`src/rtl/bpg_pkg.sv`:
```
package bpg_pkg;
  localparam int STACK_DEPTH = 3;
  typedef logic [1:0] lvl_t;
  typedef enum logic [1:0] {
    OP_IDLE  = 2'd0,
    OP_LOAD  = 2'd1,
    OP_SHIFT = 2'd2,
    OP_BOTH  = 2'd3
  } stk_op_e;
endpackage

```
`src/rtl/bpg_stack.sv`:
```
module bpg_stack
  import bpg_pkg::*;
#(
  parameter int NUM_AXES = 3,
  parameter int WORD_W   = 16
) (
  input  logic                       clk,
  input  logic                       rst_n,
  input  logic                       push,
  input  logic [NUM_AXES*WORD_W-1:0] push_plus,
  input  logic [NUM_AXES*WORD_W-1:0] push_minus,
  input  logic                       word_done,
  output logic [NUM_AXES*WORD_W-1:0] head_plus,
  output logic [NUM_AXES*WORD_W-1:0] head_minus,
  output lvl_t                       level,
  output logic                       drop_set,
  output logic                       low_evt
);
  localparam int VW = NUM_AXES * WORD_W;

  logic [VW-1:0] sp_q [STACK_DEPTH];
  logic [VW-1:0] sm_q [STACK_DEPTH];
  logic [VW-1:0] sp_d [STACK_DEPTH];
  logic [VW-1:0] sm_d [STACK_DEPTH];
  lvl_t          lvl_q, lvl_d;
  lvl_t          target;
  logic          accept;
  stk_op_e       op;

  assign accept   = push && (lvl_q != 2'd3);
  assign drop_set = push && (lvl_q == 2'd3);
  assign op       = stk_op_e'({word_done, accept});

  always_comb begin
    for (int s = 0; s < STACK_DEPTH; s++) begin
      sp_d[s] = sp_q[s];
      sm_d[s] = sm_q[s];
    end
    lvl_d  = lvl_q;
    target = lvl_q;
    case (op)
      OP_LOAD:  lvl_d = lvl_q + 2'd1;
      OP_SHIFT: lvl_d = lvl_q - 2'd1;
      OP_BOTH:  target = lvl_q - 2'd1;
      default:  lvl_d = lvl_q;
    endcase
    if (word_done) begin
      for (int s = 0; s < STACK_DEPTH - 1; s++) begin
        sp_d[s] = sp_q[s+1];
        sm_d[s] = sm_q[s+1];
      end
    end
    if (accept) begin
      for (int s = 0; s < STACK_DEPTH; s++) begin
        if (target == lvl_t'(s)) begin
          sp_d[s] = push_plus;
          sm_d[s] = push_minus;
        end
      end
    end
  end

  always_ff @(posedge clk or negedge rst_n) begin
    if (!rst_n) begin
      lvl_q <= 2'd0;
      for (int s = 0; s < STACK_DEPTH; s++) begin
        sp_q[s] <= '0;
        sm_q[s] <= '0;
      end
    end else begin
      lvl_q <= lvl_d;
      for (int s = 0; s < STACK_DEPTH; s++) begin
        sp_q[s] <= sp_d[s];
        sm_q[s] <= sm_d[s];
      end
    end
  end

  assign head_plus  = sp_q[0];
  assign head_minus = sm_q[0];
  assign level      = lvl_q;
  assign low_evt    = (op == OP_SHIFT) && (lvl_q == 2'd2);
endmodule

```
`src/rtl/bpg_emit.sv`:
```
module bpg_emit #(
  parameter int NUM_AXES = 3,
  parameter int WORD_W   = 16
) (
  input  logic                       clk,
  input  logic                       rst_n,
  input  logic                       tick,
  input  logic                       active,
  input  logic [NUM_AXES*WORD_W-1:0] head_plus,
  input  logic [NUM_AXES*WORD_W-1:0] head_minus,
  output logic                       word_done,
  output logic                       conflict_set,
  output logic [NUM_AXES-1:0]        pulse_plus,
  output logic [NUM_AXES-1:0]        pulse_minus
);
  localparam int IW = (WORD_W > 1) ? $clog2(WORD_W) : 1;
  localparam logic [IW-1:0] LAST = IW'(WORD_W - 1);

  logic [IW-1:0]       idx_q, idx_d;
  logic                fire;
  logic [NUM_AXES-1:0] pp_d, pm_d, clash;
  logic [NUM_AXES-1:0] pp_q, pm_q;

  assign fire      = tick && active;
  assign word_done = fire && (idx_q == LAST);

  always_comb begin
    idx_d = idx_q;
    if (fire) idx_d = (idx_q == LAST) ? '0 : idx_q + 1'b1;
  end

  for (genvar a = 0; a < NUM_AXES; a++) begin : g_axis
    logic [WORD_W-1:0] wp, wm;
    logic              bp, bm;
    assign wp       = head_plus[a*WORD_W +: WORD_W];
    assign wm       = head_minus[a*WORD_W +: WORD_W];
    assign bp       = wp[idx_q];
    assign bm       = wm[idx_q];
    assign clash[a] = fire && bp && bm;
    assign pp_d[a]  = fire && bp && !bm;
    assign pm_d[a]  = fire && bm && !bp;
  end

  assign conflict_set = |clash;

  always_ff @(posedge clk or negedge rst_n) begin
    if (!rst_n) begin
      idx_q <= '0;
      pp_q  <= '0;
      pm_q  <= '0;
    end else begin
      idx_q <= idx_d;
      pp_q  <= pp_d;
      pm_q  <= pm_d;
    end
  end

  assign pulse_plus  = pp_q;
  assign pulse_minus = pm_q;
endmodule

```
`src/rtl/bpg_flags.sv`:
```
module bpg_flags (
  input  logic clk,
  input  logic rst_n,
  input  logic low_evt,
  input  logic drop_set,
  input  logic conflict_set,
  input  logic clr_irq,
  input  logic clr_err,
  output logic irq,
  output logic drop_flag,
  output logic conflict_flag
);
  logic irq_q, irq_d, drop_q, drop_d, cf_q, cf_d;

  always_comb begin
    irq_d  = low_evt  || (irq_q  && !clr_irq);
    drop_d = drop_set || (drop_q && !clr_err);
    cf_d   = conflict_set || (cf_q && !clr_err);
  end

  always_ff @(posedge clk or negedge rst_n) begin
    if (!rst_n) begin
      irq_q  <= 1'b0;
      drop_q <= 1'b0;
      cf_q   <= 1'b0;
    end else begin
      irq_q  <= irq_d;
      drop_q <= drop_d;
      cf_q   <= cf_d;
    end
  end

  assign irq           = irq_q;
  assign drop_flag     = drop_q;
  assign conflict_flag = cf_q;
endmodule

```
`src/rtl/bitpat_pulse_gen.sv`:
```
module bitpat_pulse_gen #(
  parameter int NUM_AXES = 3,
  parameter int WORD_W   = 16
) (
  input  logic                       clk,
  input  logic                       rst_n,
  input  logic                       tick,
  input  logic                       push,
  input  logic [NUM_AXES*WORD_W-1:0] push_plus,
  input  logic [NUM_AXES*WORD_W-1:0] push_minus,
  input  logic                       clr_irq,
  input  logic                       clr_err,
  output logic [NUM_AXES-1:0]        pulse_plus,
  output logic [NUM_AXES-1:0]        pulse_minus,
  output logic [1:0]                 stack_level,
  output logic                       irq,
  output logic                       drop_flag,
  output logic                       conflict_flag
);
  localparam int VW = NUM_AXES * WORD_W;

  logic [1:0]    rst_sync;
  logic          core_rst_n;
  logic [VW-1:0] head_p, head_m;
  logic          word_done, drop_set, low_evt, conflict_set;
  logic [1:0]    level;

  always_ff @(posedge clk or negedge rst_n) begin
    if (!rst_n) rst_sync <= 2'b00;
    else        rst_sync <= {rst_sync[0], 1'b1};
  end
  assign core_rst_n = rst_sync[1];

  bpg_stack #(.NUM_AXES(NUM_AXES), .WORD_W(WORD_W)) u_stack (
    .clk        (clk),
    .rst_n      (core_rst_n),
    .push       (push),
    .push_plus  (push_plus),
    .push_minus (push_minus),
    .word_done  (word_done),
    .head_plus  (head_p),
    .head_minus (head_m),
    .level      (level),
    .drop_set   (drop_set),
    .low_evt    (low_evt)
  );

  bpg_emit #(.NUM_AXES(NUM_AXES), .WORD_W(WORD_W)) u_emit (
    .clk          (clk),
    .rst_n        (core_rst_n),
    .tick         (tick),
    .active       (level != 2'd0),
    .head_plus    (head_p),
    .head_minus   (head_m),
    .word_done    (word_done),
    .conflict_set (conflict_set),
    .pulse_plus   (pulse_plus),
    .pulse_minus  (pulse_minus)
  );

  bpg_flags u_flags (
    .clk           (clk),
    .rst_n         (core_rst_n),
    .low_evt       (low_evt),
    .drop_set      (drop_set),
    .conflict_set  (conflict_set),
    .clr_irq       (clr_irq),
    .clr_err       (clr_err),
    .irq           (irq),
    .drop_flag     (drop_flag),
    .conflict_flag (conflict_flag)
  );

  assign stack_level = level;
endmodule

```
`config.mk`:
```
export PLATFORM = sky130hd
export DESIGN_NAME = bitpat_pulse_gen
export DESIGN_NICKNAME = d
export VERILOG_FILES = /design/src/rtl/bpg_pkg.sv /design/src/rtl/bpg_stack.sv /design/src/rtl/bpg_emit.sv /design/src/rtl/bpg_flags.sv /design/src/rtl/bitpat_pulse_gen.sv
export SDC_FILE = /design/constraint.sdc
export NUM_CORES = 1
export LEC_CHECK = 0
export ABC_CLOCK_PERIOD_IN_PS = 8900
export BUFFER_PORTS_ARGS = -buffer_cell sky130_fd_sc_hd__buf_2
export CORE_ASPECT_RATIO = 1.1
export CORE_MARGIN = 2
export CORE_UTILIZATION = 30
export CTS_BUF_LIST = sky130_fd_sc_hd__clkbuf_4 sky130_fd_sc_hd__clkbuf_8
export DETAILED_ROUTE_END_ITERATION = 12
export GPL_TIMING_DRIVEN = 0
export PLACE_DENSITY = 0.45
export SKIP_LAST_GASP = 1
export SYNTH_ARGS = -nofsm -noshare
export SYNTH_HDL_FRONTEND = slang
export SYNTH_SLANG_ARGS = --single-unit
```
`constraint.sdc`:
```
create_clock -name clk -period 8.9 [get_ports clk]
set_input_delay 0.445 -clock clk [delete_from_list [all_inputs] [get_ports clk]]
set_output_delay 0.445 -clock clk [all_outputs]
set_load 0.03 [all_outputs]
```
==> results.yml <==
run_status:
  outcome: "finished, final reports clean"
finish:
  fillers: 4617
  layout-drive-gt1-share_pct: 26.31
  nets: 1463
  antennaDiodeCount: 0
  syn2layout_area_growth_pct: 18.90
logic_synthesis:
  ys_warn_count: 0
  ys_seq_elements: 305
  synth_top_flop_cell: "dfrtp_1"
  synth-edff-count: 0
  synth_fp_nets: 1286
  async_flop_share_pct: 100.0
  netlist-cell-type-count: 37
  synth-seq-area-share_pct: 54.95
  syn_avg_cell_area_um2: 11.79
  syn_inst: 1178
  netlist_area_um2: 13890
setup_path:
  worstPathArrival_ns: 4.74
  reg2reg_depth: 14
  r2r_end: "u_stack.head_plus[2]$_DFF_PN0_"
  cp-end-kind: "register"
  crit-reg2reg-launch: "u_stack.level[0]$_DFFE_PN0P_"
  critical_path_class: "reg2reg"
  critical_path.top_delay_family: "buffers and inverters"
  start_kind: "register"
  worstPathMaxFanout: 11
  ff2ff_setup_slack_ns: 4.63
  crit_path_top_delay_cell: "clkbuf_1"
  path_buf_inv: 6
  required_ns: 9.37
  slowest_delay_ns: 0.79
  crit_chain: "inv_2 -> ha_1 -> nor2b_1 -> buf_2 -> nand2_1 -> nor2_2 -> buf_4 -> buf_6 -> ha_1 -> nor3_1 -> o21ai_0 -> clkbuf_1 -> clkbuf_1 -> a21oi_1"
min_path:
  hold_path.class: "in2reg"
  worstHoldPathCells: 2
  whs_endpoint: "u_stack.sm_q[28]$_DFFE_PN0P_"
  min_from: "push_minus[28]"
clocking:
  cts_root_buf: "clkbuf_8"
  clk-insertion-delay-late_ns: 0.65
  clkSinkCount: 305
  cts_tree: "done"
  cts.reportedPaths.clkPinSlew_ns: 0.06
  ctsLongestPathBuffers: 3
  ctsHoldBuffers: 2
  cts_setup_buffers: 0
  h-tree-depth: 2
  cts_inserted_buffers: 56
  cts_resized: 0
grt:
  grt_usage_pct: 16.37
  antenna_found_initial: 3
  grt_max_degree: 67
  grt_pass1_vias: 10010
  grt.overflow.total: 0
  grt_pass1_wl_um: 60470
sta:
  max_slew_margin_pct: 32.76
  fin_setup_tns_ns: 0
  rsz0062_at_grt: "false"
  max_slew.worst_pin.slew_ns: 1.009
  worst_slack_ns: 4.631
  setup_viol: 0
  finClkSkew_ns: 0.04198
  final_max_slew_viol_count: 0
  fmax_ghz: 0.2342
  hold_viol_final: 0
  period_needed_ns: 4.269
  fin_crit_sh_pct: 47.97
routing:
  vias_per_cell: 4.713
  wl_met2_um: 18160
  met1_length_um: 17730
  top_layer: "met5"
  avgRoutedWirePerCell_um: 19.30
  initialDrtViolationCount: 357
  antenna_left: 0
  vias: 9345
  met3WireLength_um: 1591
  routed_wirelength_um: 38270
  drc: 0
  drt_pass1_iterations: 4
run:
  maxCapViolations: 0
die:
  die-area_um2: 48040
  fp.dieH_um: 229.7
  die_w_um: 209.2
  design.core.area_um2: 45660
  initial_core_util_pct: 30.42
  core.rowCount: 82
  io_pins: 113
pwr:
  p_leak_nw: 6.735
  power.density_nw_per_um2: 350.0
  peakVddDrop_uv: 123.8
place:
  hpwl_um: 25790
  pre_cts_ws_ns: 4.575
  gp_congestion: 0.7620
  portBuffers: 112
state kept, by name, summed over array words and instances (netlist names):
name and flops:
u_emit.pulse_minus 3, u_stack.level 2, u_emit.pulse_plus 3, u_emit.idx_q 4
u_flags.drop_flag 1, u_stack.head_minus 48, u_stack.sm_q 96, u_stack.sp_q 96
u_flags.irq 1, u_stack.head_plus 48, rst_sync 2, u_flags.conflict_flag 1
layer usage:
metal	vias to the layer above	track usage (%)
li1	4514	-
met3	54	3.851
met5	-	0
met2	158	26.34
met4	6	4.442
met1	4613	22.12
stage by stage:
step	power [mW]	util [%]	std cells	hold slack [ns]	cell area, µm²
2_1_floorplan	3.794	-	1178	0.1494	13890
3_3_place_gp	4.387	33.27	1878	0.2316	15190
3_5_place_dp	4.444	33.57	1883	0.2317	15330
4_1_cts	5.882	36.17	1983	0.004629	16520
5_1_grt	6.207	36.17	1983	0.02911	16520
6_report	5.781	36.17	1983	0.06303	16520
how the worst max path moves through the flow:
stage	from	to	slack, ns	cells after the start
2_1_floorplan	rst_sync[1]$_DFF_PN0_	u_emit.idx_q[0]$_DFFE_PN0N_	3.91	0
3_3_place_gp	rst_sync[1]$_DFF_PN0_	u_stack.sm_q[34]$_DFFE_PN0P_	1.49	0
3_5_place_dp	u_stack.level[0]$_DFFE_PN0P_	u_stack.head_minus[45]$_DFF_PN0_	4.58	15
4_1_cts	u_stack.level[0]$_DFFE_PN0P_	u_stack.head_minus[12]$_DFF_PN0_	4.54	15
5_1_grt	u_stack.level[0]$_DFFE_PN0P_	u_stack.head_minus[18]$_DFF_PN0_	4.20	15
6_report	u_stack.level[0]$_DFFE_PN0P_	u_stack.head_plus[2]$_DFF_PN0_	4.63	14
logic make-up (layout without fill, tap and decap cells):
| kind of cell | count (synthesis) | after routing | synth area share [%] |
|---|---|---|---|
| AO/OA/AOI/OAI | 210 | 210 | 7.737 |
| XOR/XNOR | 4 | 4 | 0.2522 |
| adder cells (fa/ha/maj) | 6 | 6 | 0.5404 |
| buffers and inverters | 89 | 306 | 3.315 |
| flip-flops | 305 | 305 | 54.95 |
| multiplexers | 320 | 320 | 26.16 |
| other | 1 | 1 | 0.02700 |
| AND/OR/NAND/NOR | 243 | 243 | 7.026 |
layout by cell type, fill, tap and decap left out, types with 2 or more instances in the layout:
cell type and count:
buf_4 13, o21ai_1 2, inv_1 5, nor2_1 198, nand2b_1 2, buf_16 5
nand3_1 7, dfrtp_1 304, and3_1 4, mux4_1 8, dlygate4sd3_1 2, clkinvlp_4 3
nor2b_1 5, mux2_2 100, o21ai_0 7, buf_6 8, clkbuf_8 67, ha_1 6
buf_2 126, xnor2_1 4, clkbuf_1 28, nand2_1 17, mux2i_1 198, a21oi_1 193
buf_1 20, clkbuf_4 23, mux4_2 14, a22oi_1 3, nor3_1 4, clkinv_2 4
worst register-to-register path, cell delays in order, from the launching register on:
cell and delay (ns):
dfrtp_1 0.50, inv_2 0.09, ha_1 0.22, nor2b_1 0.10, buf_2 0.22, nand2_1 0.12, nor2_2 0.27, buf_4 0.31
buf_6 0.23, ha_1 0.27, nor3_1 0.06, o21ai_0 0.26, clkbuf_1 0.79, clkbuf_1 0.55, a21oi_1 0.14
layout make-up:
type,count,area (µm²),area share [%]
clock inverter,8,72.57,0.4394
inverter,6,22.52,0.1364
timing repair buffer,119,718.2,4.348
buffer,83,437.9,2.652
multi-input combinational,784,5798,35.11
clock buffer,90,1095,6.629
tap,588,735.7,4.455
sequential,305,7636,46.23
Yosys cell counts, types with 2 or more instances:
cell type,count,area share (%)
mux4_2,14,2.3
nor2_1,198,5.4
buf_6,8,0.65
nand3_1,7,0.25
mux2i_1,198,14
inv_1,5,0.14
nand2_1,17,0.46
a22oi_1,3,0.16
buf_2,14,0.50
and3_1,4,0.18
clkbuf_1,28,0.76
ha_1,6,0.54
a21oi_1,193,7.0
nor3_1,4,0.14
buf_4,13,0.70
o21ai_0,7,0.25
o21ai_1,2,0.072
mux4_1,8,1.5
dfrtp_1,305,55
nor2b_1,5,0.23
buf_1,20,0.54
xnor2_1,4,0.25
mux2_2,100,8.1
nand2b_1,2,0.090
power breakdown:
| part | switching, mW | internal (mW) |
|---|---|---|
| clock | 0.599 | 0.801 |
| sequential | 0.376 | 2.08 |
| combinational | 1.01 | 0.916 |
(Power assumes the default switching activity.)
